<file path="src/rtl/irq_ctl_pkg.sv">
// Shared constants and types for the interrupt controller.
// Assumes the fixed index map: emulation, exception, then hardware lines.
package irq_ctl_pkg;
    typedef enum logic [1:0] {
        MODE_USER = 2'd0,
        MODE_SUP  = 2'd1,
        MODE_EMU  = 2'd2
    } mode_e;

    localparam int unsigned EMU_IDX = 0;
    localparam int unsigned EXC_IDX = 1;
    localparam int unsigned HW_BASE = 2;
endpackage

</file>
<file path="src/rtl/irq_ctl_sync.sv">
// Per-line input conditioner: two-flop synchronizer plus a history flop.
// Gives the synchronized level and a one-cycle rising-edge pulse for each line.
// Assumes request lines are asynchronous and stay high at least two cycles.
module irq_ctl_sync #(
    parameter int NUM_HW = 6
) (
    input  logic              clk,
    input  logic              rst_n,
    input  logic [NUM_HW-1:0] irq_i,
    output logic [NUM_HW-1:0] level_o,
    output logic [NUM_HW-1:0] rise_o
);
    for (genvar j = 0; j < NUM_HW; j++) begin : g_line
        logic s1_q, s2_q, s3_q;

        // Shift the raw line through the synchronizer and history stages.
        always_ff @(posedge clk) begin
            if (!rst_n) begin
                s1_q <= 1'b0;
                s2_q <= 1'b0;
                s3_q <= 1'b0;
            end else begin
                s1_q <= irq_i[j];
                s2_q <= s1_q;
                s3_q <= s2_q;
            end
        end

        assign level_o[j] = s2_q;
        assign rise_o[j]  = s2_q & ~s3_q;
    end
endmodule

</file>
<file path="src/rtl/irq_ctl_lsb.sv">
// Lowest-set-bit finder: the fixed-priority pick (lowest index wins).
// Assumes IDX_W can hold W-1.
module irq_ctl_lsb #(
    parameter int W     = 8,
    parameter int IDX_W = 3
) (
    input  logic [W-1:0]     vec_i,
    output logic             any_o,
    output logic [IDX_W-1:0] idx_o
);
    // Scan from the top so the lowest set index is written last.
    always_comb begin
        idx_o = '0;
        for (int i = W - 1; i >= 0; i--) begin
            if (vec_i[i]) idx_o = IDX_W'(i);
        end
    end

    assign any_o = |vec_i;
endmodule

</file>
<file path="src/rtl/irq_ctl.sv">
// Interrupt latch, enable mask and in-service mask with fixed priority.
// Raises a hardware entry request, commits it when the handler reaches the
// second execute stage, lets accepted exceptions pre-empt it, and retires
// handlers on return. Assumes strobes are one cycle wide and synchronous.
module irq_ctl
    import irq_ctl_pkg::*;
#(
    parameter  int NUM_HW  = 6,
    localparam int NUM_IDX = NUM_HW + 2,
    localparam int MW      = NUM_IDX + 1,
    localparam int IDX_W   = $clog2(NUM_IDX)
) (
    input  logic              clk,
    input  logic              rst_n,
    input  logic [NUM_HW-1:0] irq_i,
    input  logic [NUM_HW-1:0] edge_mode_i,
    input  logic              umask_we_i,
    input  logic [MW-1:0]     umask_d_i,
    input  logic              exc_i,
    input  logic              exc_emu_i,
    input  logic              handler_ex2_i,
    input  logic              ret_saved_i,
    input  logic              ret_i,
    output logic              hw_req_o,
    output logic [IDX_W-1:0]  hw_vec_o,
    output logic [1:0]        mode_o,
    output logic [NUM_IDX-1:0] latch_o,
    output logic [MW-1:0]     umask_o,
    output logic [MW-1:0]     ism_o
);
    localparam int GBIT = NUM_IDX;

    logic [NUM_HW-1:0]  lvl, rise;
    logic [NUM_HW-1:0]  latch_hw_q;
    logic [NUM_IDX-1:0] latch_q;
    logic [MW-1:0]      umask_q, ism_q, ism_n;
    logic               pend_q, saved_q;
    logic [IDX_W-1:0]   pend_idx_q;
    logic               exc_take, commit, gate, run;
    logic [IDX_W-1:0]   exc_idx;
    logic [NUM_IDX-1:0] elig;
    logic               elig_any, ism_any;
    logic [IDX_W-1:0]   elig_idx, ism_low;
    mode_e              mode;

    irq_ctl_sync #(.NUM_HW(NUM_HW)) u_sync (
        .clk     (clk),
        .rst_n   (rst_n),
        .irq_i   (irq_i),
        .level_o (lvl),
        .rise_o  (rise)
    );

    // Accept decisions for this cycle.
    assign exc_take = exc_i & (exc_emu_i | umask_q[EXC_IDX]);
    assign exc_idx  = exc_emu_i ? IDX_W'(EMU_IDX) : IDX_W'(EXC_IDX);
    assign commit   = pend_q & handler_ex2_i & ~exc_take;
    assign gate     = umask_q[GBIT] & ~(ism_q[GBIT] & ~saved_q);

    // Request latch, one flop per hardware line, edge or level behaviour.
    for (genvar j = 0; j < NUM_HW; j++) begin : g_latch
        localparam int LI = HW_BASE + j;
        always_ff @(posedge clk) begin
            if (!rst_n)
                latch_hw_q[j] <= 1'b0;
            else if (!edge_mode_i[j])
                latch_hw_q[j] <= lvl[j];
            else if (rise[j])
                latch_hw_q[j] <= 1'b1;
            else if (commit && pend_idx_q == IDX_W'(LI))
                latch_hw_q[j] <= 1'b0;
        end
    end
    assign latch_q = {latch_hw_q, {HW_BASE{1'b0}}};

    // Eligibility: latched, enabled, not shadowed by an active handler, gated.
    always_comb begin
        run  = 1'b0;
        elig = '0;
        for (int i = 0; i < NUM_IDX; i++) begin
            run = run | ism_q[i];
            if (i >= int'(HW_BASE))
                elig[i] = latch_q[i] & umask_q[i] & ~run & gate;
        end
    end

    irq_ctl_lsb #(.W(NUM_IDX), .IDX_W(IDX_W)) u_pick (
        .vec_i (elig),
        .any_o (elig_any),
        .idx_o (elig_idx)
    );

    irq_ctl_lsb #(.W(NUM_IDX), .IDX_W(IDX_W)) u_retire (
        .vec_i (ism_q[NUM_IDX-1:0]),
        .any_o (ism_any),
        .idx_o (ism_low)
    );

    // Pending hardware entry: issue, then commit or abort.
    always_ff @(posedge clk) begin
        if (!rst_n) begin
            pend_q     <= 1'b0;
            pend_idx_q <= '0;
        end else if (exc_take || commit) begin
            pend_q     <= 1'b0;
        end else if (!pend_q && elig_any) begin
            pend_q     <= 1'b1;
            pend_idx_q <= elig_idx;
        end
    end

    // Next in-service mask: retire on return, then set on entry.
    always_comb begin
        ism_n = ism_q;
        if (ret_i && ism_any) begin
            ism_n[ism_low] = 1'b0;
            if (!(|ism_n[NUM_IDX-1:HW_BASE])) ism_n[GBIT] = 1'b0;
        end
        if (commit) begin
            ism_n[pend_idx_q] = 1'b1;
            ism_n[GBIT]       = 1'b1;
        end
        if (exc_take) ism_n[exc_idx] = 1'b1;
    end

    // In-service mask, saved-return flag and enable mask registers.
    always_ff @(posedge clk) begin
        if (!rst_n) begin
            ism_q   <= '0;
            saved_q <= 1'b0;
            umask_q <= '0;
        end else begin
            ism_q <= ism_n;
            if (commit)           saved_q <= 1'b0;
            else if (ret_saved_i) saved_q <= 1'b1;
            if (umask_we_i)       umask_q <= umask_d_i;
        end
    end

    // Processor mode from the active handlers.
    always_comb begin
        if (ism_q[EMU_IDX])              mode = MODE_EMU;
        else if (|ism_q[NUM_IDX-1:0])    mode = MODE_SUP;
        else                             mode = MODE_USER;
    end

    assign hw_req_o = pend_q;
    assign hw_vec_o = pend_idx_q;
    assign mode_o   = mode;
    assign latch_o  = latch_q;
    assign umask_o  = umask_q;
    assign ism_o    = ism_q;
endmodule

</file>
<file path="config.mk">
export PLATFORM = sky130hd
export DESIGN_NAME = irq_ctl
export DESIGN_NICKNAME = d
export VERILOG_FILES = /design/src/rtl/irq_ctl_pkg.sv /design/src/rtl/irq_ctl_sync.sv /design/src/rtl/irq_ctl_lsb.sv /design/src/rtl/irq_ctl.sv
export SDC_FILE = /design/constraint.sdc
export NUM_CORES = 1
export LEC_CHECK = 0
export CELL_PAD_IN_SITES_DETAIL_PLACEMENT = 2
export CELL_PAD_IN_SITES_GLOBAL_PLACEMENT = 2
export CORE_MARGIN = 4
export CORE_UTILIZATION = 38
export DETAILED_ROUTE_END_ITERATION = 12
export DONT_BUFFER_PORTS = 1
export PLACE_DENSITY = 0.77
export SLEW_MARGIN = 20
export SYNTH_ARGS = -nofsm -noshare
export SYNTH_HDL_FRONTEND = slang
export SYNTH_SLANG_ARGS = --single-unit
</file>
<file path="constraint.sdc">
create_clock -name clk -period 2.67 [get_ports clk]
set_clock_uncertainty 0.1 [all_clocks]
set_input_delay 0.534 -clock clk [delete_from_list [all_inputs] [get_ports clk]]
set_output_delay 0.534 -clock clk [all_outputs]
set_load 0.1 [all_outputs]
</file>
==> flow_summary.yaml <==
run_status:
  outcome: "completed"
layout:
  finalNonFillerCells: 307
  final_layout_size_suffix_gt1_frac: 0.196
  layout_common_cells: "46 x dfxtp_1, 29 x buf_4, 23 x nor2_1, 20 x and2_1, 18 x nand2_1"
  antenna-diode-count: 0
  layout.nets: 268
  area_growth_pct: 22.2
  layout_commonest_cell: "dfxtp_1"
logic_synthesis:
  avgSynthCellArea_um2: 9.10
  ys_types: 39
  synth_warnings: 0
  postSynth.asyncResetShare: 0
  synth-seq-cells: 47
  synth-main-ff-cell: "dfxtp_1"
  synth_top_area_cell: "dfxtp_1"
  yosysSeqAreaShare: 0.490
  netlist_instances: 211
  synth-edff-count: 0
  synth_top_cell_area_share: 0.490
  synth.area.top_cells: "dfxtp_1 49%, and2_1 6.5%, mux2i_1 5.2%, nor2_1 4.7%, a32oi_1 3.7%"
  syn-cell-area_mm2: 0.00192
placement:
  dp_hpwl_um: 4850
  place.port_buffers: 0
  place_inst: 299
  dp_slack_ns: 0.449
  finalWeightedCongestion: 0.851
setup_path:
  reg2reg_to: "hw_vec_o[0]$_SDFFE_PN0P_"
  cp.required_ns: 2.04
  slowest_stage: "dfxtp_1"
  arrival_ns: 1.78
  path_cells: "nor4_4, buf_4, nand2_2, nor3_2, nor2_4, buf_12"
  start_kind: "flop"
  r2r_setup_slack_ns: 0.39
  crit_path_end_kind: "output port"
  path_class: "flop to output port"
  reg2reg_depth: 6
  critical-path-top-delay-family: "simple AND/OR/NAND/NOR gates"
  crit_path_max_fanout: 8
  slowest_delay_ns: 0.35
  crit_buf_inv: 2
  r2r_start: "ism_o[0]$_SDFF_PN0_"
route:
  drt-initial-drc-count: 126
  wl_per_cell_um: 21.5
  wl_um: 6610
  vias_per_cell: 5.62
  antenna_left: 0
  drtPass1Iterations: 4
  vias: 1724
  route.detailed.drc: 0
cts:
  clk_pin_slew_worst_paths_ns: 0.09
  cts.htree.levels: 2
  cts_buffers: 5
  clock_path_buffers: 2
  cts_tree: "done"
  clkSinkCount: 47
  clock-root-buffer: "clkbuf_8"
  insertion_delay_ns: 0.30
run:
  drv_cap: 0
timing:
  period_share: 0.904
  setup_viol: 0
  finalWorstSetupSlack_ns: 0.256
  post-route-min-period_ns: 2.41
  rsz0062_at_grt: "no"
  worstMarginPinSlew_ns: 0.821
  tns_ns: 0
  fmax_ghz: 0.414
  timing.hold.ws_ns: 0.249
  slew_violations: 0
  relSlewSlack: 0.452
  timing_hold_violations_final: 0
floorplanning:
  start_util: 0.398
  core_mm2: 0.00482
  die_height_um: 79.1
  io_pins: 61
  fp-row-count: 25
  die_x_um: 79.1
  die-area_mm2: 0.00625
pwr:
  p_leak_uw: 0.00101
  peakVddDrop_mv: 0.367
  total_power_uw: 1580
  power-per-cell-area_mw_per_mm2: 674
global_routing:
  grt_usage: 0.226
  grt_max_degree: 26
  grt_pass1_wl_um: 10800
  overflow: 0
  antenna_found_initial: 0
  grt_pass1_vias: 1933
worst_hold_path:
  holdPathStages: 2
  min_path_type: "input pin to flop"
  hold_path.startpoint: "rst_n"
  hold_end: "hw_req_o$_SDFFE_PP0P_"
per-stage QoR:
stage / instance area [um^2] / utilization
2_1_floorplan: 1930 / -
3_3_place_gp: 2200 / 0.458
3_5_place_dp: 2200 / 0.458
4_1_cts: 2340 / 0.486
5_1_grt: 2350 / 0.487
6_report: 2350 / 0.487
cell type report:
| cell class | instances | area, um^2 |
|---|---|---|
| inverters | 8 | 30.0 |
| flip-flops and latches | 47 | 942 |
| repair buffers | 30 | 238 |
| fillers | 547 | 2470 |
| clock inverters | 3 | 67.6 |
| well taps | 67 | 83.8 |
| clock buffers | 5 | 68.8 |
| multi-input cells | 147 | 916 |
synth_stat cells, drive strengths merged (2+ instances only):
cell type and n:
a21o 2, o31ai 2, dfxtp 47, clkbuf 7, nor2b 3, nand4 2
or3 2, a31oi 3, nand2 19, nand3 4, mux2i 10, a32oi 8
nor4 2, and2 20, nor3 2, a311oi 2, a21oi 13, inv 8
o21ai 10, nor2 24, buf 3, and3b 2, a211oi 2, a31o 2
sequential cells by signal, indices dropped and copies added (netlist names):
name,count
hw_req_o,1
hw_vec_o,3
ism_o,9
latch_o,6
saved_q,1
u_sync.g_line.s1_q,6
u_sync.g_line.s2_q,6
u_sync.g_line.s3_q,6
umask_o,9
cell families (layout without fill, tap and decap cells):
family | after synthesis | count (layout) | share of synthesized area
AO/OA/AOI/OAI | 50 | 50 | 0.177
buffers and inverters | 18 | 46 | 0.0411
flip-flops | 47 | 47 | 0.490
multiplexers | 10 | 10 | 0.0522
other | 1 | 2 | 0.00195
AND/OR/NAND/NOR | 85 | 85 | 0.238
where the power goes:
part           leakage, uW  internal (uW)  total, uW  switching (uW)
combinational     0.000561           50.5        225             174
clock            0.0000644            373        617             244
sequential        0.000385            726        740            14.3
total              0.00101           1150       1580             432
worst max path at each step:
| stage | from | endpoint | slack, ns | cells after the start |
|---|---|---|---|---|
| floorplan | ism_o[4]$_SDFF_PN0_ | mode_o[0] | 0.05 | 4 |
| global placement | ism_o[3]$_SDFF_PN0_ | mode_o[0] | 0.59 | 6 |
| detailed placement | ism_o[0]$_SDFF_PN0_ | hw_vec_o[0]$_SDFFE_PN0P_ | 0.45 | 6 |
| CTS | ism_o[3]$_SDFF_PN0_ | mode_o[0] | 0.09 | 6 |
| global route | ism_o[3]$_SDFF_PN0_ | mode_o[0] | 0.14 | 6 |
| finish | ism_o[3]$_SDFF_PN0_ | mode_o[0] | 0.26 | 6 |
repair_timing:
item / in CTS / in global routing
setup buffers: 0 / 0
hold buffers: 0 / 0
gates resized for setup: 0 / 1
setup endpoints to repair: 0 / 1
routing by layer:
layer | GRT usage | up-vias | part of all wire
met3 | 0.0567 | 12 | 0.051
met2 | 0.389 | 57 | 0.51
met4 | 0.0808 | 0 | 0.023
li1 | - | 795 | -
met5 | 0 | - | 0
met1 | 0.271 | 860 | 0.41
Note: power is estimated with default switching activity, not from simulation.
